--- src/rtl/rail_seq_pkg.sv ---
// Package: shared types for the four-rail power sequencer.
// Assumes: nothing beyond IEEE 1800-2017.
package rail_seq_pkg;

    typedef enum logic [2:0] {
        SQ_IDLE  = 3'd0,
        SQ_WAIT  = 3'd1,
        SQ_RAMP  = 3'd2,
        SQ_RUN   = 3'd3,
        SQ_SHUT  = 3'd4,
        SQ_FAULT = 3'd5
    } seq_state_t;

    typedef enum logic [1:0] {
        CZ_NONE = 2'd0,
        CZ_UV   = 2'd1,
        CZ_OV   = 2'd2,
        CZ_TMO  = 2'd3
    } fault_cause_t;

endpackage

--- src/rtl/flag_filter.sv ---
// Module: flag_filter
// Double-flop synchronizer followed by a persistence filter. The clean
// output takes the synchronized value only after that value has differed
// from it for len+1 consecutive cycles.
// Assumes: raw may change at any time; len may change on the fly.
module flag_filter #(
    parameter int FW = 4
) (
    input  logic          clk,
    input  logic          rst_n,
    input  logic          raw,
    input  logic [FW-1:0] len,
    output logic          clean
);
    logic          s1, s2;
    logic [FW-1:0] run_cnt;

    // Synchronize the raw flag, then accept a change once it has persisted.
    always_ff @(posedge clk) begin
        if (!rst_n) begin
            s1      <= 1'b0;
            s2      <= 1'b0;
            clean   <= 1'b0;
            run_cnt <= '0;
        end else begin
            s1 <= raw;
            s2 <= s1;
            if (s2 == clean) begin
                run_cnt <= '0;
            end else if (run_cnt >= len) begin
                clean   <= s2;
                run_cnt <= '0;
            end else begin
                run_cnt <= run_cnt + FW'(1);
            end
        end
    end
endmodule

--- src/rtl/seq_regs.sv ---
// Module: seq_regs
// Register file: per-rail delays, the glitch-filter length, a read mux
// that includes the fault status word, and the clear strobe.
// Assumes: address N_RAILS selects the filter length and N_RAILS+1 selects
// status/clear; a write to status/clear is a one-cycle clear request.
module seq_regs #(
    parameter int N_RAILS = 4,
    parameter int DLY_W   = 16,
    parameter int FW      = 4,
    parameter int AW      = 3,
    parameter int IW      = 2,
    parameter int DLY_RST = 4,
    parameter int FLT_RST = 2
) (
    input  logic                           clk,
    input  logic                           rst_n,
    input  logic                           we,
    input  logic [AW-1:0]                  addr,
    input  logic [DLY_W-1:0]               wdata,
    input  logic                           f_valid,
    input  logic [1:0]                     f_cause,
    input  logic [IW-1:0]                  f_rail,
    output logic [DLY_W-1:0]               rdata,
    output logic [N_RAILS-1:0][DLY_W-1:0]  dly,
    output logic [FW-1:0]                  flt_len,
    output logic                           clr
);
    localparam logic [AW-1:0] A_FLT  = AW'(N_RAILS);
    localparam logic [AW-1:0] A_STAT = AW'(N_RAILS + 1);

    // Store writes to the delay and filter-length registers.
    always_ff @(posedge clk) begin
        if (!rst_n) begin
            for (int i = 0; i < N_RAILS; i++) dly[i] <= DLY_W'(DLY_RST);
            flt_len <= FW'(FLT_RST);
        end else if (we) begin
            for (int i = 0; i < N_RAILS; i++)
                if (addr == AW'(i)) dly[i] <= wdata;
            if (addr == A_FLT) flt_len <= wdata[FW-1:0];
        end
    end

    // Clear request: any write to the status address.
    assign clr = we && (addr == A_STAT);

    // Select the read data for the current address.
    always_comb begin
        rdata = '0;
        for (int i = 0; i < N_RAILS; i++)
            if (addr == AW'(i)) rdata = dly[i];
        if (addr == A_FLT) rdata = DLY_W'(flt_len);
        if (addr == A_STAT) begin
            rdata[DLY_W-1]  = f_valid;
            rdata[5:4]      = f_cause;
            rdata[IW-1:0]   = f_rail;
        end
    end
endmodule

--- src/rtl/seq_fsm.sv ---
// Module: seq_fsm
// Sequencing state machine: per-rail wait then ramp, supervision while
// running, reverse-order shutdown, and the latched fault record.
// Assumes: flags are already synchronized and filtered; the rail enables
// are decoded from the state and index registers.
module seq_fsm
    import rail_seq_pkg::*;
#(
    parameter int N_RAILS = 4,
    parameter int DLY_W   = 16,
    parameter int IW      = 2,
    parameter int TMO_CYC = 64
) (
    input  logic                          clk,
    input  logic                          rst_n,
    input  logic                          en,
    input  logic [N_RAILS-1:0]            pg,
    input  logic [N_RAILS-1:0]            uv,
    input  logic [N_RAILS-1:0]            ov,
    input  logic [N_RAILS-1:0][DLY_W-1:0] dly,
    input  logic                          clr,
    output logic [N_RAILS-1:0]            rail_en,
    output logic                          done,
    output logic                          f_valid,
    output logic [1:0]                    f_cause,
    output logic [IW-1:0]                 f_rail
);
    localparam int TMO_W = $clog2(TMO_CYC + 1);
    localparam int CNT_W = (DLY_W > TMO_W) ? DLY_W : TMO_W;
    localparam logic [IW-1:0] LAST = IW'(N_RAILS - 1);

    seq_state_t         st, st_n;
    logic [IW-1:0]      idx, idx_n;
    logic [CNT_W-1:0]   cnt, cnt_n;
    logic [N_RAILS-1:0] up_mask, hit;
    logic               any_hit, set_f, clr_f, cur_ov;
    logic [IW-1:0]      hit_rail;
    fault_cause_t       new_cause;
    seq_state_t         dn_st;
    logic [IW-1:0]      dn_idx;
    logic [CNT_W-1:0]   cur_dly;

    // Decode which rails are on and which have completed their ramp.
    always_comb begin
        for (int i = 0; i < N_RAILS; i++) begin
            unique case (st)
                SQ_RAMP, SQ_SHUT: rail_en[i] = (IW'(i) <= idx);
                SQ_WAIT:          rail_en[i] = (IW'(i) < idx);
                SQ_RUN:           rail_en[i] = 1'b1;
                default:          rail_en[i] = 1'b0;
            endcase
            up_mask[i] = (st == SQ_RAMP) ? (IW'(i) < idx) : rail_en[i];
        end
    end

    // Supervision hits and the lowest-index flagged rail.
    always_comb begin
        hit      = (ov & rail_en) | (uv & up_mask);
        any_hit  = (st != SQ_SHUT) && (hit != '0);
        hit_rail = '0;
        for (int i = N_RAILS - 1; i >= 0; i--)
            if (hit[i]) hit_rail = IW'(i);
        cur_ov   = ov[hit_rail] && rail_en[hit_rail];
        cur_dly  = CNT_W'(dly[idx]);
    end

    // Where a shutdown starts from the current state.
    always_comb begin
        dn_st  = SQ_SHUT;
        dn_idx = idx;
        if (st == SQ_RUN) begin
            dn_idx = LAST;
        end else if (st == SQ_WAIT) begin
            if (idx == '0) dn_st = SQ_IDLE;
            else           dn_idx = idx - IW'(1);
        end
    end

    // Next-state, index, counter and fault-record decisions.
    always_comb begin
        st_n      = st;
        idx_n     = idx;
        cnt_n     = cnt + CNT_W'(1);
        set_f     = 1'b0;
        clr_f     = 1'b0;
        new_cause = cur_ov ? CZ_OV : CZ_UV;
        unique case (st)
            SQ_IDLE: begin
                cnt_n = '0;
                if (en && !f_valid) begin
                    st_n  = SQ_WAIT;
                    idx_n = '0;
                end
            end
            SQ_WAIT: begin
                if (any_hit || !en) begin
                    set_f = any_hit;
                    st_n  = dn_st;
                    idx_n = dn_idx;
                    cnt_n = '0;
                end else if (cnt == cur_dly) begin
                    st_n  = SQ_RAMP;
                    cnt_n = '0;
                end
            end
            SQ_RAMP: begin
                if (!any_hit && !pg[idx] && cnt == CNT_W'(TMO_CYC - 1)) begin
                    set_f     = 1'b1;
                    new_cause = CZ_TMO;
                    st_n      = dn_st;
                    cnt_n     = '0;
                end else if (any_hit || !en) begin
                    set_f = any_hit;
                    st_n  = dn_st;
                    cnt_n = '0;
                end else if (pg[idx]) begin
                    cnt_n = '0;
                    if (idx == LAST) begin
                        st_n = SQ_RUN;
                    end else begin
                        st_n  = SQ_WAIT;
                        idx_n = idx + IW'(1);
                    end
                end
            end
            SQ_RUN: begin
                cnt_n = '0;
                if (any_hit || !en) begin
                    set_f = any_hit;
                    st_n  = dn_st;
                    idx_n = dn_idx;
                end
            end
            SQ_SHUT: begin
                if (cnt == cur_dly) begin
                    cnt_n = '0;
                    if (idx == '0) st_n = f_valid ? SQ_FAULT : SQ_IDLE;
                    else           idx_n = idx - IW'(1);
                end
            end
            SQ_FAULT: begin
                cnt_n = '0;
                if (clr) begin
                    clr_f = 1'b1;
                    st_n  = SQ_IDLE;
                end
            end
            default: st_n = SQ_IDLE;
        endcase
    end

    // State registers.
    always_ff @(posedge clk) begin
        if (!rst_n) begin
            st  <= SQ_IDLE;
            idx <= '0;
            cnt <= '0;
        end else begin
            st  <= st_n;
            idx <= idx_n;
            cnt <= cnt_n;
        end
    end

    // Fault record: set on detection, cleared only from the fault state.
    always_ff @(posedge clk) begin
        if (!rst_n || clr_f) begin
            f_valid <= 1'b0;
            f_cause <= CZ_NONE;
            f_rail  <= '0;
        end else if (set_f) begin
            f_valid <= 1'b1;
            f_cause <= (new_cause == CZ_TMO) ? CZ_TMO : new_cause;
            f_rail  <= (new_cause == CZ_TMO) ? idx : hit_rail;
        end
    end

    assign done = (st == SQ_RUN);
endmodule

--- src/rtl/rail_seq_top.sv ---
// Module: rail_seq_top
// Four-rail power sequencer top: flag filters, register file, sequencer.
// Assumes: comparator flags are asynchronous levels; the register port is
// a single-cycle write strobe with combinational read.
module rail_seq_top #(
    parameter int N_RAILS = 4,
    parameter int DLY_W   = 16,
    parameter int FW      = 4,
    parameter int AW      = 3,
    parameter int TMO_CYC = 64,
    parameter int DLY_RST = 4,
    parameter int FLT_RST = 2
) (
    input  logic               clk,
    input  logic               rst_n,
    input  logic               en,
    input  logic [N_RAILS-1:0] pg_in,
    input  logic [N_RAILS-1:0] uv_in,
    input  logic [N_RAILS-1:0] ov_in,
    input  logic               reg_we,
    input  logic [AW-1:0]      reg_addr,
    input  logic [DLY_W-1:0]   reg_wdata,
    output logic [DLY_W-1:0]   reg_rdata,
    output logic [N_RAILS-1:0] rail_en,
    output logic               seq_done,
    output logic               irq
);
    localparam int IW    = (N_RAILS > 1) ? $clog2(N_RAILS) : 1;
    localparam int NFLAG = 3 * N_RAILS;

    logic [NFLAG-1:0]              raw_flags, clean_flags;
    logic [N_RAILS-1:0][DLY_W-1:0] dly;
    logic [FW-1:0]                 flt_len;
    logic                          clr, f_valid;
    logic [1:0]                    f_cause;
    logic [IW-1:0]                 f_rail;

    assign raw_flags = {ov_in, uv_in, pg_in};

    // One synchronizer and filter per comparator flag.
    for (genvar g = 0; g < NFLAG; g++) begin : g_flt
        flag_filter #(.FW(FW)) u_flt (
            .clk   (clk),
            .rst_n (rst_n),
            .raw   (raw_flags[g]),
            .len   (flt_len),
            .clean (clean_flags[g])
        );
    end

    seq_regs #(
        .N_RAILS(N_RAILS), .DLY_W(DLY_W), .FW(FW), .AW(AW), .IW(IW),
        .DLY_RST(DLY_RST), .FLT_RST(FLT_RST)
    ) u_regs (
        .clk     (clk),
        .rst_n   (rst_n),
        .we      (reg_we),
        .addr    (reg_addr),
        .wdata   (reg_wdata),
        .f_valid (f_valid),
        .f_cause (f_cause),
        .f_rail  (f_rail),
        .rdata   (reg_rdata),
        .dly     (dly),
        .flt_len (flt_len),
        .clr     (clr)
    );

    seq_fsm #(
        .N_RAILS(N_RAILS), .DLY_W(DLY_W), .IW(IW), .TMO_CYC(TMO_CYC)
    ) u_fsm (
        .clk     (clk),
        .rst_n   (rst_n),
        .en      (en),
        .pg      (clean_flags[N_RAILS-1:0]),
        .uv      (clean_flags[2*N_RAILS-1:N_RAILS]),
        .ov      (clean_flags[3*N_RAILS-1:2*N_RAILS]),
        .dly     (dly),
        .clr     (clr),
        .rail_en (rail_en),
        .done    (seq_done),
        .f_valid (f_valid),
        .f_cause (f_cause),
        .f_rail  (f_rail)
    );

    assign irq = f_valid;
endmodule

--- config.mk ---
export PLATFORM = sky130hd
export DESIGN_NAME = rail_seq_top
export DESIGN_NICKNAME = d
export VERILOG_FILES = /design/src/rtl/rail_seq_pkg.sv /design/src/rtl/flag_filter.sv /design/src/rtl/seq_regs.sv /design/src/rtl/seq_fsm.sv /design/src/rtl/rail_seq_top.sv
export SDC_FILE = /design/constraint.sdc
export NUM_CORES = 1
export LEC_CHECK = 0
export ABC_CLOCK_PERIOD_IN_PS = 3490
export BUFFER_PORTS_ARGS = -buffer_cell sky130_fd_sc_hd__buf_2
export CORE_UTILIZATION = 54
export CTS_CLUSTER_DIAMETER = 100
export DETAILED_ROUTE_END_ITERATION = 10
export GPL_ROUTABILITY_DRIVEN = 0
export PLACE_DENSITY = 0.72
export SYNTH_ARGS = -nofsm -noshare
export SYNTH_HDL_FRONTEND = slang
export SYNTH_SLANG_ARGS = --single-unit
--- constraint.sdc ---
create_clock -name clk -period 3.49 [get_ports clk]
set_input_delay 0.698 -clock clk [delete_from_list [all_inputs] [get_ports clk]]
set_output_delay 0.698 -clock clk [all_outputs]
set_load 0.01 [all_outputs]
### Word level (Yosys, flattened, before mapping)

Cells that the tools add are included.

| word-level totals | value |
|---|---|
| register bits | 178 |
| input bits | 35 |
| memories | 0 |
| bits in read-only memories | 0 |
| output and inout port bits | 22 |
| latch bits | 0 |
| memory bits (writable) | 0 |

| cells by class | value |
|---|---|
| multiplexer cells | 70 |
| order comparisons | 22 |
| div/mod/pow operators | 0 |
| reductions and logical operators | 52 |
| add/sub/neg operators | 15 |
| bitwise logic cells | 16 |
| equality and inequality tests | 39 |
| shift-type cells | 0 |
| $mul | 0 |

Operators by type and width:

| operator | number |
|---|---|
| 2-to-1 mux 16 bit | 11 |
| one-hot mux 16 bit (4 select lines) | 1 |
| adder 4 x 1 -> 4 bit (second input constant) | 12 |
| greater-or-equal comparator 4 bit | 12 |
| 2-to-1 mux 2 bit | 21 |
| 2-to-1 mux 3 bit | 14 |
| OR reduction 3 bit | 13 |
| AND reduction 2 bit | 17 |
| binary-select mux 16 bit (select 2 bit) | 1 |
| one-hot mux 3 bit (6 select lines) | 1 |
| adder 16 x 1 -> 16 bit (second input constant) | 1 |
| equality test 16 bit | 1 |
| equality test 16 x 6 -> 1 bit (second input constant) | 1 |
| NOT 1 bit | 13 |
| equality test 1 bit | 12 |
| equality test 3 x 2 -> 1 bit (second input constant) | 4 |
| equality test 3 bit (second input constant) | 4 |
| 2-to-1 mux 1 bit | 12 |
| one-hot mux 1 bit (3 select lines) | 4 |
| != test 2 x 1 -> 1 bit (second input constant) | 5 |
| != test 2 bit (second input constant) | 5 |
| bitwise AND 4 bit | 2 |
| one-hot mux 2 bit (4 select lines) | 1 |
| AND reduction 8 bit | 1 |
| other kinds (22) | 45 |

### Longest topological paths before layout

Gate-level depths: netlist of the first run.

| logic depth | value |
|---|---|
| depth after elaboration | 18 |
| depth in mapped cells | 13 |
| depth with buffers taken out | 9 |

### Cells and area by module

From an unflattened synthesis of the first run, not the netlist that was laid out.

| unflattened totals | value |
|---|---|
| cells, all modules | 1,056 |
| area total of the unflattened synthesis | 9,980.8 µm² |

Modules (own cells, without submodules):

| module | sequential area each (µm²) | area each (µm²) | instances | cells an instance |
|---|---|---|---|---|
| flag_filter | 140.1 | 364.1 | 12 | 35 |
| seq_regs | 1,361.3 | 3,294.4 | 1 | 367 |
| seq_fsm | 520.5 | 2,317.2 | 1 | 269 |

### Worst setup path after synthesis of the first run

No wires, ideal clock.

| timing path | value |
|---|---|
| kind | input to output |
| start point | input port reg_addr[1] |
| end point | output port reg_rdata[14] |
| stages | 4 |
| slack | 0.563 ns |
| required time | 2.792 ns |
| data arrival time | 2.229 ns |
| cells stage by stage | buf_1 -> clkbuf_1 -> mux4_2 -> and2_1 |

| between the ends | value |
|---|---|
| longest elaborated chain between the ends | 6 |
| elaborated cells between the ends (all ways) | 10 |
| classes of those cells | eq/ne: 4; mux: 5; reduce/logical: 1 |

Ends and longest elaborated chain:

| item | RTL line | source |
|---|---|---|
| start: declaration | rail_seq_top.sv:21 | `input logic [AW-1:0] reg_addr,` |
| logical NOT 3 bit | seq_regs.sv:50 | `if (addr == AW'(i)) rdata = dly[i];` |
| 2-to-1 mux 16 bit (4 in a row) | seq_regs.sv:50 |  |
| 2-to-1 mux 16 bit (*) | seq_regs.sv:51 | `if (addr == A_FLT) rdata = DLY_W'(flt_len);` |
| end: declaration | rail_seq_top.sv:23 | `output logic [DLY_W-1:0] reg_rdata,` |

Every way passes the cells marked *; elsewhere a longest branch is shown, timed or not.

### Final worst setup path of the first run

| timing path | value |
|---|---|
| start point | register u_fsm.st[1] |
| end point | register u_fsm.idx[1] |

| between the ends | value |
|---|---|
| longest elaborated chain between the ends | 13 |
| elaborated cells between the ends (all ways) | 37 |
| classes of those cells | eq/ne: 12; mux: 11; bitwise: 3; reduce/logical: 11 |

Ends and longest elaborated chain:

| item | RTL line | source |
|---|---|---|
| start: declaration | seq_fsm.sv:32 | `seq_state_t st, st_n;` |
| start signal: assignment | seq_fsm.sv:159 | `st <= st_n;` |
| equality test 3 bit or equality test 3 x 2 -> 1 bit (tied branches) | seq_fsm.sv:46, seq_fsm.sv:87, seq_fsm.sv:52 |  |
| OR reduction 2 bit | seq_fsm.sv:46 | `unique case (st)` |
| one-hot mux 1 bit (3 select lines) | seq_fsm.sv:46 |  |
| 2-to-1 mux 1 bit | seq_fsm.sv:52 | `up_mask[i] = (st == SQ_RAMP) ? (IW'(i) < idx) : rail_en[i];` |
| bitwise AND 4 bit | seq_fsm.sv:58 | `hit = (ov & rail_en) \| (uv & up_mask);` |
| OR 4 bit | seq_fsm.sv:58 |  |
| nonzero test 4 bit | seq_fsm.sv:59 | `any_hit = (st != SQ_SHUT) && (hit != '0);` |
| logical AND 1 bit | seq_fsm.sv:59 |  |
| logical NOT 1 bit | seq_fsm.sv:107 | `if (!any_hit && !pg[idx] && cnt == CNT_W'(TMO_CYC - 1)) begin` |
| logical AND 1 bit (2 in a row) | seq_fsm.sv:107 |  |
| != test 2 bit (no source line) | n/a |  |
| AND reduction 8 bit (no source line) | n/a |  |
| end signal: assignment | seq_fsm.sv:160 | `idx <= idx_n;` |
| end: declaration | seq_fsm.sv:33 | `logic [IW-1:0] idx, idx_n;` |

Parallel ways exist; a longest one is shown, timed or not. The select of a mux whose other input is x is not followed.
A chain may end at the register's enable or synchronous reset.

==> results.txt, run 1 <==
The flow ran to the end, and the final reports show no timing, DRC or antenna violations. The final-report setup violation count came out at 0. For this design the ratio of total power to cell area is around 480 nW/um^2. The number of top-level pins came out at between 50 and 60. The maximum fanout along the worst path is 16. The number of gates resized after CTS was 0.

Setup repair after global routing left no endpoint under its margin. The worst hold path begins at g_flt[1].u_flt.s1$_SDFF_PN0_. The worst pin sits at a relative slew slack of 0.439. The share of the clock period used by the worst path after layout came out at 0.855. The mapped netlist covers roughly 9000 um^2. The hold-critical path depth is 1. The count of standard-cell rows is 47. The destination of the worst register-to-register timing path is u_fsm.idx[1]$_SDFFE_PN0P_.

The starting utilization of the core area is 0.554. The number of clock sinks came out at around 180. The final max-slew violation count came out at 0. 0 antenna diodes ended up in the layout. The total wire length came out at between 20000 and 25000 um. In this run, post-CTS hold repair placed 0 buffers. The number of I/O port buffers came out at between 50 and 60.

The wire length of the first global-routing pass is between 30000 and 40000 um. The end point of the worst hold path is g_flt[1].u_flt.s2$_SDFF_PN0_. The library cell used most frequently in the layout, excluding fill and tap cells, is sky130_fd_sc_hd__dfxtp_1. The final non-filler cell total is about 1300.

TritonCTS built the clock tree. The share of flip-flops with an asynchronous set or reset is 0. The buffer count from post-CTS setup fixing is 0. The largest net degree at the start of global routing is 54.

The placed wire-length estimate after detailed placement came out at 14200 um. TritonCTS created 17 clock buffers. The instance count after placement with tap cells included came out at 1252. The number of routed nets with antenna violations came out at 0. The area of combinational cells with multiple inputs came out at around 5400 um^2. The static leakage came out at 4.45 nW. The synthesized net count came out at between 1000 and 1500. At the worst endpoint, the arrival time is ~3.3 ns. The post-synthesis sequential element count is between 150 and 200. The global router's overall resource usage came out at 0.249.

The region available for standard cell placement spans 16600 um^2. The master cell of the clock root buffer is sky130_fd_sc_hd__clkbuf_16. STA classifies the critical path endpoint as a register.

The violation count after the first detailed-route iteration is ~500. The number of iterations in the first detailed-routing pass came out at 6. Synthesis handed over a netlist of about 1000 instances. The startpoint identified for the worst register-to-register timing path is u_fsm.st[1]$_SDFFE_PN0P_. The number of cell instances on the worst register-to-register path is 6. The number of distinct library cells after synthesis is between 60 and 70.

The final routed DRC violation total is 0. The net count of the finished layout is between 1000 and 1500. The kind of critical path is reg2reg. The average instance area after synthesis came out at approximately 9.1 um^2.

In the final layout, the share of cells above drive strength 1 is 0.136. The final-layout setup total negative slack came out at 0 ns. Across all register-to-register paths, the minimum setup slack is between 0.5 and 0.6 ns. The die footprint is approximately 18000 um^2. The final worst setup slack came out at ~0.51 ns. The worst hold path belongs to the class reg2reg. The post-route clock skew is 0.0130 ns. The shortest period the worst path allows is about 3.0 ns. STA classifies the critical path startpoint as a register.

The synthesis-to-layout area growth came out at 11.8%. The via count of the first global-routing pass is between 6000 and 7000. The reported max-cap violation count came out at 0.

Based on the critical path, the design can be clocked at up to 335 MHz. The maximum count of clock buffers along a single path came out at 2. The post-detailed-route wirelength per cell came out at 16.4 um.

The pin slew with the least headroom to its limit came out at roughly 0.84 ns. Counting flops with a built-in enable in the synthesized netlist gives 0. The area taken by flip-flops and latches is 3560 um^2. The clock-pin slew on the worst setup and hold paths came out at approximately 0.070 ns.

In the synthesized netlist the dominant register cell turns out to be sky130_fd_sc_hd__dfxtp_1. The number of antenna violations at the first check in global routing is 0. The library cells used most frequently in the layout, excluding fill and tap cells, are sky130_fd_sc_hd__dfxtp_1 (178), sky130_fd_sc_hd__nand2_1 (163), sky130_fd_sc_hd__a21oi_1 (88).

The Yosys step of the flow raised 0 warnings. The worst-case IR drop observed on VDD is ~0.4 mV. Summed over all layers, the global routing overflow is 0. The post-placement worst setup slack came out at roughly 0.60 ns.

The count of fill cells added during filler insertion is approximately 1400. For the worst setup path, the data required time is between 3 and 4 ns. Using the TritonRoute via totals, the vias-per-cell ratio works out to roughly 5.7. The detailed router placed 7317 vias in this run. The number of hold violations in the final report came out at 0.

Clock latency on the worst-skew pair, taken at its later pin, is around 0.44 ns. The y dimension of the die is between 100 and 150 um. Of the synthesized area, sequential elements account for 0.387. The H-tree was split into 4 levels. The die width came out at between 100 and 150 um.
-- per-stage QoR --
step	power (mW)	hold WS, ns	area [um^2]	utilization
2_1_floorplan	2.81	0.412	9210	-
5_1_grt	5.14	0.447	10300	0.619
4_1_cts	4.95	0.434	10300	0.619
3_5_place_dp	3.02	0.418	9710	0.583
3_3_place_gp	3.01	0.415	9710	0.583
6_report	4.93	0.432	10300	0.619
-- layout make-up --
class | instances | share of cell area
tap | 220 | 0.0267
timing repair buffer | 71 | 0.0406
inverter | 22 | 0.00801
sequential | 178 | 0.346
clock buffer | 17 | 0.0413
clock inverter | 15 | 0.0165
multi-input combinational | 761 | 0.521
-- state kept, by name (all words and copies together), names as in the netlist --
signal               flops
u_regs.dly              64
u_fsm.f_rail             2
u_fsm.st                 3
g_flt.u_flt.clean       12
g_flt.u_flt.s2          12
u_fsm.idx                2
g_flt.u_flt.run_cnt     48
u_fsm.cnt               16
u_regs.flt_len           4
u_fsm.f_valid            1
g_flt.u_flt.s1          12
u_fsm.f_cause            2
-- worst max path at each step --
stage / from / to / slack, ns / cells past startpoint
after global placement: u_fsm.st[1]$_SDFFE_PN0P_ / u_fsm.idx[1]$_SDFFE_PN0P_ / 0.56 / 6
after floorplan: reg_addr[1] / reg_rdata[14] / 0.56 / 4
after detailed placement: u_fsm.idx[1]$_SDFFE_PN0P_ / u_fsm.cnt[14]$_SDFF_PN0_ / 0.60 / 8
after CTS: u_fsm.idx[1]$_SDFFE_PN0P_ / rail_en[3] / 0.56 / 4
final: u_fsm.st[1]$_SDFFE_PN0P_ / u_fsm.idx[1]$_SDFFE_PN0P_ / 0.51 / 6
after global routing: u_fsm.idx[1]$_SDFFE_PN0P_ / u_fsm.f_cause[0]$_SDFFE_PP0P_ / 0.30 / 10
-- where the power goes --
group	total (mW)	internal (mW)	switching, mW	leakage (nW)
registers	2.18	2.09	0.0900	1.44
logic	0.804	0.334	0.470	2.72
clock network	1.95	1.07	0.870	0.281
total	4.93	3.50	1.43	4.45
-- Yosys cell counts (2+ instances only) --
cell                       instances  area, um^2
sky130_fd_sc_hd__nand3_1          29         145
sky130_fd_sc_hd__a22o_1            2        17.5
sky130_fd_sc_hd__a21oi_1          88         440
sky130_fd_sc_hd__mux2i_1          24         240
sky130_fd_sc_hd__buf_4             4        30.0
sky130_fd_sc_hd__nor2b_1           5        31.3
sky130_fd_sc_hd__dfxtp_1         178        3560
sky130_fd_sc_hd__nand4_1           9        56.3
sky130_fd_sc_hd__o21ai_0          14        70.1
sky130_fd_sc_hd__xnor2_1          38         333
sky130_fd_sc_hd__ha_1             66         826
sky130_fd_sc_hd__nand2_1         163         612
sky130_fd_sc_hd__nand2b_1         16         100
sky130_fd_sc_hd__a31oi_1           6        37.5
sky130_fd_sc_hd__a22oi_1           3        22.5
sky130_fd_sc_hd__nor3_1           17        85.1
sky130_fd_sc_hd__o21a_1            4        30.0
sky130_fd_sc_hd__mux2_2            3        33.8
sky130_fd_sc_hd__or2_2             2        12.5
sky130_fd_sc_hd__clkbuf_1         36         135
sky130_fd_sc_hd__nor4_1            3        18.8
sky130_fd_sc_hd__mux4_2           28         631
sky130_fd_sc_hd__buf_2             4        20.0
sky130_fd_sc_hd__a311o_1           2        20.0
sky130_fd_sc_hd__inv_1            21        78.8
sky130_fd_sc_hd__a21o_1           24         180
sky130_fd_sc_hd__and3_1           16         100
sky130_fd_sc_hd__buf_1             3        11.3
sky130_fd_sc_hd__a41o_1            2        20.0
sky130_fd_sc_hd__o31ai_1           3        22.5
sky130_fd_sc_hd__nor3b_1           2        15.0
sky130_fd_sc_hd__o22ai_1           7        43.8
sky130_fd_sc_hd__or3_1             4        25.0
sky130_fd_sc_hd__nor2_1           47         176
sky130_fd_sc_hd__xor2_1           28         245
sky130_fd_sc_hd__nand3b_1          2        15.0
sky130_fd_sc_hd__and2_1           82         513
-- kinds of logic (layout without fill, tap and decap cells) --
logic type,count (synthesis),count (layout),share of synthesized area
xor+xnor,66,66,0.0627
compound gates,172,172,0.118
flops,178,178,0.387
simple gates,402,402,0.213
buf+inv,70,125,0.0315
fa+ha+maj,66,66,0.0896
mux,55,55,0.0982
-- metal layers --
layer	share of wire	track usage	wire length, um	vias to the layer above
met2	0.47	0.401	9840	240
met5	0	0	0	-
met1	0.46	0.335	9660	3462
li1	-	-	-	3593
met4	0.010	0.0696	214	0
met3	0.066	0.0544	1390	22
-- critical path, stage by stage (launching register included) --
cell and delay, ns:
sky130_fd_sc_hd__dfxtp_1 0.71, sky130_fd_sc_hd__nand2b_1 0.26, sky130_fd_sc_hd__o311ai_1 0.53, sky130_fd_sc_hd__nor3b_1 0.70
sky130_fd_sc_hd__a41oi_1 0.23, sky130_fd_sc_hd__a31oi_2 0.27, sky130_fd_sc_hd__mux2i_1 0.21
(Power assumes the default switching activity.)
==> run 2: changes to the inputs <==
CELL_PAD_IN_SITES_DETAIL_PLACEMENT = 0   (was default)
CELL_PAD_IN_SITES_GLOBAL_PLACEMENT = 1   (was default)
CORE_UTILIZATION = 48   (was 54)
PLACE_DENSITY = default   (was 0.72)
PLACE_DENSITY_LB_ADDON = 0.1   (was default)
SYNTH_HIERARCHICAL = 1   (was default)
==> run 2 against run 1 <==
Critical path depth is 2 higher. Critical path type unchanged. Highest routed layer unchanged. Largest cell class unchanged. Clock-buffer cell count is 2 higher. Sequential cell count stayed put.
==> results.txt, run 2 <==
Run status: finished clean (unchanged). The post-place instance area came out at 10500 um^2 (was 9710 um^2). The worst reg-to-reg setup slack is 0.41 ns (was 0.51 ns). The number of iterations in the first detailed-routing pass was 5 (was 6). The share of Yosys cell area claimed by the top area cell type is 0.357 (was 0.387).

The reported max-cap violation count is 0 (unchanged). The average instance area after synthesis came out at 9.45 um^2 (was 9.13 um^2). The total congestion overflow is 0 (unchanged). The synthesis-to-layout area growth is 11.3% (was 11.8%). The final core utilization was 0.547 (was 0.619). The share of flip-flops with an asynchronous set or reset is 0 (unchanged). The post-synthesis sequential element count is 178 (unchanged). The wire length of the first global-routing pass is 38900 um (was 34600 um). The post-placement worst setup slack came to 0.430 ns (was 0.601 ns). The total number of H-tree levels is 4 (unchanged). The final net count is 1200 (was 1152). The count of standard-cell rows came out at 52 (was 47).

The number of cells produced by synthesis came to 1056 (was 1009). The number of I/O port buffers is 56 (unchanged). The yosys synthesis warning count came out at 6 (was 0). The final routed DRC violation total came out at 0 (unchanged). The y dimension of the die is 146 um (was 133 um). The violation count after the first detailed-route iteration is 612 (was 496).

The final max-slew violation count is 0 (unchanged). The dominant cell by count in the synthesized netlist is sky130_fd_sc_hd__dfxtp_1 (unchanged). The kind of critical path is reg2reg (unchanged). The TritonCTS clock tree is built (unchanged). Biggest registers after layout: u_regs/dly (64), g_flt.u_flt/run_cnt (48), u_fsm/cnt (16) (was u_regs.dly (64), g_flt.u_flt.run_cnt (48), u_fsm.cnt (16)).

Biggest area contributors in the synthesized netlist: sky130_fd_sc_hd__dfxtp_1 (36%), sky130_fd_sc_hd__ha_1 (8.3%), sky130_fd_sc_hd__mux4_2 (7.0%), sky130_fd_sc_hd__nand2_1 (6.1%), sky130_fd_sc_hd__nor2_1 (3.6%) (was sky130_fd_sc_hd__dfxtp_1 (39%), sky130_fd_sc_hd__ha_1 (9.0%), sky130_fd_sc_hd__mux4_2 (6.8%), sky130_fd_sc_hd__nand2_1 (6.6%), sky130_fd_sc_hd__and2_1 (5.6%)). The shortest period the worst path allows came to 3.08 ns (was 2.98 ns). The total wire length came out at 23500 um (was 21100 um). The die width was 146 um (was 133 um). The required time at the worst-slack endpoint is 3.79 ns (was 3.85 ns). The number of hold buffers added after CTS is 0 (unchanged). The latest clock arrival within the worst-skew pair is 0.43 ns (was 0.44 ns). The data arrival time of the critical path is 3.38 ns (was 3.34 ns). The power density of the placed cells came out at 456 nW/um^2 (was 478 nW/um^2). The final worst setup slack was 0.407 ns (was 0.506 ns). The starting utilization of the core area is 0.492 (was 0.554). The maximum fanout along the worst path came to 17 (was 16). The register bank with the most flops is u_regs/dly (was u_regs.dly). The number of clock sinks came to 178 (unchanged).

The dominant cell type by area after synthesis is sky130_fd_sc_hd__dfxtp_1 (unchanged). The number of gates resized after cts is 0 (unchanged). The portion of the post-synthesis area used by sequential elements was 0.357 (was 0.387). The final-report setup violation count is 0 (unchanged). The count of fill cells added during filler insertion came out at 1847 (was 1418).

The vias per cell came out at 5.41 (was 5.70). List of most frequent post-synthesis cells: sky130_fd_sc_hd__dfxtp_1 (178), sky130_fd_sc_hd__nand2_1 (161), sky130_fd_sc_hd__nor2_1 (95) (was sky130_fd_sc_hd__dfxtp_1 (178), sky130_fd_sc_hd__nand2_1 (163), sky130_fd_sc_hd__a21oi_1 (88)). The final non-filler cell total is 1383 (was 1284). The share of the clock period used by the worst path after layout is 0.883 (was 0.855).

The number of routed nets with antenna violations is 0 (unchanged). The class of the worst hold path is reg2reg (unchanged). The CTS buffer count came out at 17 (unchanged).

The area of all placed cells without fillers came to 11100 um^2 (was 10300 um^2). The endpoint class of the critical path is a register (unchanged). The combined area of all synthesized cells was 9980 um^2 (was 9210 um^2). The total power after layout is 5.07 mW (was 4.93 mW). The number of top-level pins came out at 57 (unchanged). RSZ-0062 raised after global routing: no (unchanged). The global router's overall resource usage is 0.231 (was 0.249). The largest net degree at the start of global routing came out at 66 (was 54). The most instantiated flip-flop cell in the synthesis netlist is sky130_fd_sc_hd__dfxtp_1 (unchanged). The synthesized net count came out at 1157 (was 1110).

The number of hold violations in the final report is 0 (unchanged). The normalized max-slew margin is 0.434 (was 0.439). The maximum count of clock buffers along a single path was 2 (unchanged). The master cell of the clock root buffer is sky130_fd_sc_hd__clkbuf_16 (unchanged). The static leakage came out at 4.40 nW (was 4.45 nW).

The buffer count from post-CTS setup fixing is 0 (unchanged). The clock-pin slew on the worst setup and hold paths is 0.07 ns (about the same). The layout cell share with drive strength beyond 1 was 0.180 (was 0.136). The number of cell instances on the worst register-to-register path is 8 (was 6). The post-route clock skew is 0.0128 ns (was 0.0130 ns). The maximum VDD drop came to 0.291 mV (was 0.399 mV). The flip-flop count of the largest register after layout came out at 64 (unchanged). The number of distinct library cells after synthesis is 79 (was 61). The via count of the first global-routing pass came out at 7151 (was 6839).

The most common cell after layout, fill and taps aside was sky130_fd_sc_hd__dfxtp_1 (unchanged). The hold-critical path depth is 1 (unchanged). The die footprint is 21400 um^2 (was 17600 um^2). The peak clock frequency supported by timing came out at 324 MHz (was 335 MHz). The post-detailed-route wirelength per cell is 17.0 um (was 16.4 um). The number of flops mapped to enable cells by yosys came out at 0 (unchanged). The final-layout setup total negative slack is 0 ns (unchanged). The area inside the core boundary came out at 20300 um^2 (was 16600 um^2). The placed wire-length estimate after detailed placement is 16400 um (was 14200 um). The pin slew with the least headroom to its limit is 0.849 ns (was 0.840 ns). The startpoint kind of the worst setup timing path is a register (unchanged). The total via count after detailed routing came out at 7484 (was 7317). The instance count after placement with tap cells included came out at 1350 (was 1252). Most used cells in the layout excluding fill and tap cells: sky130_fd_sc_hd__dfxtp_1 (178), sky130_fd_sc_hd__nand2_1 (161), sky130_fd_sc_hd__nor2_1 (95) (was sky130_fd_sc_hd__dfxtp_1 (178), sky130_fd_sc_hd__nand2_1 (163), sky130_fd_sc_hd__a21oi_1 (88)). The number of antenna violations at the first check in global routing is 2 (was 0). The worst hold slack across all endpoints came out at 0.435 ns (was 0.432 ns).
[run 2: layout make-up]
class | count | area [um^2] | area share
clock buffers | 19 | 453 | 0.0408
repair buffers | 73 | 435 | 0.0392
diodes | 1 | 2.50 | 0.000225
clock inverters | 13 | 196 | 0.0177
well taps | 270 | 338 | 0.0304
inverters | 72 | 270 | 0.0243
flip-flops and latches | 178 | 3560 | 0.321
multi-input cells | 757 | 5850 | 0.527
[run 2: power breakdown]
part           internal [mW]  total [mW]  switching (mW)
registers               2.09        2.17          0.0770
logic                  0.332       0.776           0.444
clock network           1.25        2.13           0.872
total                   3.68        5.07            1.39
[run 2: cells by family after synthesis]
logic type / count (synthesis) / synth area share
AO/OA/AOI/OAI: 186 / 0.164
XOR/XNOR: 66 / 0.0579
adder cells (fa/ha/maj): 66 / 0.0827
buffers and inverters: 121 / 0.0570
flip-flops: 178 / 0.357
multiplexers: 37 / 0.0762
AND/OR/NAND/NOR: 402 / 0.205
[run 2: worst paths after layout]
check,startpoint,endpoint
worst max-delay path,u_fsm/idx[0]$_SDFFE_PN0P_,u_fsm/cnt[2]$_SDFF_PN0_
worst max register to register,u_fsm/idx[0]$_SDFFE_PN0P_,u_fsm/cnt[2]$_SDFF_PN0_
worst min-delay path,g_flt[10].u_flt/s1$_SDFF_PN0_,g_flt[10].u_flt/s2$_SDFF_PN0_
worst min register to register,g_flt[10].u_flt/s1$_SDFF_PN0_,g_flt[10].u_flt/s2$_SDFF_PN0_
[run 2: critical path, cell delays in order (launching register included)]
cell and delay, ns:
sky130_fd_sc_hd__dfxtp_1 0.47, sky130_fd_sc_hd__buf_12 0.23, sky130_fd_sc_hd__mux4_2 0.53, sky130_fd_sc_hd__xnor2_1 0.17, sky130_fd_sc_hd__nand4_1 0.24, sky130_fd_sc_hd__nor4_2 0.58
sky130_fd_sc_hd__o211ai_1 0.19, sky130_fd_sc_hd__nand2_1 0.42, sky130_fd_sc_hd__nor2_1 0.11
[run 2: layer usage]
metal  track usage  vias up  part of all wire
met5             0        -                 0
met4        0.0578        0            0.0091
met3        0.0491       12             0.064
met2         0.336      192              0.42
met1         0.344     3541              0.50
li1              -     3739                 -
==> run 3: changes to the inputs <==
MAX_ROUTING_LAYER = met4   (was default)
==> run 3 against run 2 <==
Die area unchanged. Final area about the same. Setup slack got worse by 0.021 ns. Fmax decreased by 0.67%. Combinational power about the same.
==> results.txt, run 3 (same netlist as run 2, synthesis figures left out) <==
The startpoint of the lowest-slack register-to-register path was u_fsm/idx[0]$_SDFFE_PN0P_ (unchanged). The kind of critical path is reg2reg (unchanged). The die width is 146 um (unchanged). The total number of H-tree levels is 4 (unchanged).

The number of iterations in the first detailed-routing pass is 5 (unchanged). The clock-pin slew on the worst setup and hold paths came out at 0.07 ns (about the same). The stage delay of the slowest cell on the critical path came out at 0.58 ns (about the same). The area inside the core boundary is 20300 um^2 (unchanged). The endpoint class of the critical path is a register (unchanged).

The switching part of the total power is 0.275 (about the same). The maximum count of clock buffers along a single path is 2 (unchanged). The startpoint kind of the worst setup timing path is a register (unchanged). The most common cell after layout, fill and taps aside is sky130_fd_sc_hd__dfxtp_1 (unchanged).

The number of antenna violations at the first check in global routing came to 2 (unchanged). The number of I/O port buffers came out at 56 (unchanged). The latest clock arrival within the worst-skew pair came out at 0.43 ns (about the same). The required time at the worst-slack endpoint came to 3.79 ns (about the same). Run status: finished clean (unchanged). The count of fill cells added during filler insertion came out at 1846 (was 1847). The number of hold buffers added after CTS came out at 0 (unchanged). The worst path buffer plus inverter count is 1 (unchanged). The die footprint came out at 21400 um^2 (unchanged).

The global router's overall resource usage came out at 0.238 (was 0.231). The number of clock sinks came out at 178 (unchanged). The startpoint of the most critical setup path is u_fsm/idx[0]$_SDFFE_PN0P_ (unchanged).

The total congestion overflow is 0 (unchanged). The area of combinational cells with multiple inputs came to 5850 um^2 (unchanged). The layout cell share with drive strength beyond 1 was 0.180 (unchanged). The number of top-level pins came out at 57 (unchanged).

The pin slew with the least headroom to its limit came out at 0.831 ns (was 0.849 ns). The class of the worst hold path was reg2reg (unchanged). The buffer count from post-CTS setup fixing came out at 0 (unchanged).

The synthesis-to-layout area growth is 11.3% (about the same). The normalized max-slew margin is 0.446 (was 0.434). The area taken by flip-flops and latches came to 3560 um^2 (unchanged). The cell at the slowest stage of the critical path was sky130_fd_sc_hd__nor4_2 (unchanged). The final-report setup violation count is 0 (unchanged). The final max-slew violation count came out at 0 (unchanged). The post-detailed-route wirelength per cell is 17.0 um (about the same). The starting utilization of the core area came out at 0.492 (unchanged). Biggest registers after layout: u_regs/dly (64), g_flt.u_flt/run_cnt (48), u_fsm/cnt (16) (unchanged). The vias per cell came out at 5.40 (was 5.41). The share of the clock period used by the worst path after layout is 0.889 (was 0.883). The register share of total power is 0.427 (about the same). The flip-flop count of the largest register after layout came out at 64 (unchanged).

The reported max-cap violation count came to 0 (unchanged). The number of routed nets with antenna violations is 0 (unchanged). The share of power burned in the clock network came out at 0.420 (about the same). The placed wire-length estimate after detailed placement came out at 16400 um (unchanged). The post-route clock skew came out at 0.0135 ns (was 0.0128 ns). The final non-filler cell total is 1384 (was 1383). The cell internal power dissipation came out at 3.68 mW (about the same). The instance count after placement with tap cells included came to 1350 (unchanged). The final net count is 1200 (unchanged). The static leakage came out at 4.40 nW (about the same). The master cell of the clock root buffer is sky130_fd_sc_hd__clkbuf_16 (unchanged).

The power density of the placed cells came out at 456 nW/um^2 (about the same). The part of the total power dissipated in combinational logic was 0.153 (about the same). The peak clock frequency supported by timing is 322 MHz (was 324 MHz).

The register bank with the most flops is u_regs/dly (unchanged). The largest net degree at the start of global routing is 66 (unchanged). The family with the most delay on the worst path is simple AND/OR/NAND/NOR gates (unchanged).

The total wire length was 23600 um (was 23500 um). The violation count after the first detailed-route iteration came out at 578 (was 612). CP Cell Sequence: buf_12 -> mux4_2 -> xnor2_1 -> nand4_1 -> nor4_2 -> o211ai_1 -> nand2_1 -> nor2_1 (unchanged). The CTS buffer count is 17 (unchanged). The maximum VDD drop came out at 0.291 mV (about the same). RSZ-0062 raised after global routing: no (unchanged). Most used cells in the layout excluding fill and tap cells: sky130_fd_sc_hd__dfxtp_1 (178), sky130_fd_sc_hd__nand2_1 (161), sky130_fd_sc_hd__nor2_1 (95) (unchanged). The maximum fanout along the worst path is 17 (unchanged).

The data arrival time of the critical path came out at 3.40 ns (was 3.38 ns). The y dimension of the die came out at 146 um (unchanged). The via count of the first global-routing pass came out at 7155 (was 7151). The TritonCTS clock tree was built (unchanged).

The origin of the worst min-delay path was g_flt[10].u_flt/s1$_SDFF_PN0_ (unchanged). The total via count after detailed routing is 7473 (was 7484). The final routed DRC violation total was 0 (unchanged). The count of standard-cell rows came out at 52 (unchanged). The shortest period the worst path allows is 3.10 ns (was 3.08 ns). The wire length of the first global-routing pass is 39000 um (was 38900 um). The net switching power of the design is 1.40 mW (was 1.39 mW). The final-layout setup total negative slack came out at 0 ns (unchanged). The number of gates resized after cts came out at 0 (unchanged). The number of hold violations in the final report is 0 (unchanged).
-- run 3: changes by cell type in the layout (fill, tap and decap cells not counted) --
cell                      before  now
sky130_fd_sc_hd__diode_2       1    2
-- run 3: worst paths after layout --
kind	to	slack [ns]	depth (start not counted)
max	u_fsm/cnt[2]$_SDFF_PN0_	0.39	8
min	g_flt[10].u_flt/s2$_SDFF_PN0_	0.44	1
max reg2reg	u_fsm/cnt[2]$_SDFF_PN0_	0.39	8
min reg2reg	g_flt[10].u_flt/s2$_SDFF_PN0_	0.44	1
-- run 3: power by group through the flow --
stage	logic [mW]	registers [mW]	clock network, mW
finish	0.776	2.17	2.13
global route	0.857	2.18	2.25
CTS	0.774	2.16	2.17
detailed placement	0.771	2.21	0
global placement	0.773	2.21	0
floorplan	0.587	2.18	0
-- run 3: through the flow --
| step | area [um^2] | util | total power [mW] | hold WS [ns] | setup slack (ns) |
|---|---|---|---|---|---|
| after floorplan | 9980 | - | 2.77 | 0.412 | 0.621 |
| after global placement | 10500 | 0.515 | 2.98 | 0.414 | 0.467 |
| after detailed placement | 10500 | 0.515 | 2.98 | 0.420 | 0.430 |
| after CTS | 11100 | 0.547 | 5.11 | 0.438 | 0.439 |
| after global routing | 11100 | 0.547 | 5.28 | 0.447 | 0.117 |
| final | 11100 | 0.547 | 5.07 | 0.436 | 0.386 |
-- run 3: area by class of cell --
| cell class | count | area share |
|---|---|---|
| clock buffers | 19 | 0.0408 |
| multi-input cells | 757 | 0.526 |
| repair buffers | 73 | 0.0392 |
| clock inverters | 13 | 0.0177 |
| well taps | 270 | 0.0304 |
| inverters | 72 | 0.0243 |
| diodes | 2 | 0.000451 |
| flip-flops and latches | 178 | 0.321 |
-- run 3: metal layers --
| layer | global-route usage | vias up | wire length (um) |
|---|---|---|---|
| li1 | - | 3741 | - |
| met1 | 0.344 | 3536 | 11900 |
| met2 | 0.337 | 185 | 10000 |
| met3 | 0.0484 | 11 | 1470 |
| met4 | 0.0578 | 0 | 178 |
| met5 | - | - | 0 |
-- run 3: worst register-to-register path, cell delays in order, from the launching register on --
cell                       delay (ns)
sky130_fd_sc_hd__dfxtp_1         0.47
sky130_fd_sc_hd__buf_12          0.24
sky130_fd_sc_hd__mux4_2          0.54
sky130_fd_sc_hd__xnor2_1         0.18
sky130_fd_sc_hd__nand4_1         0.24
sky130_fd_sc_hd__nor4_2          0.58
sky130_fd_sc_hd__o211ai_1        0.20
sky130_fd_sc_hd__nand2_1         0.42
sky130_fd_sc_hd__nor2_1          0.11
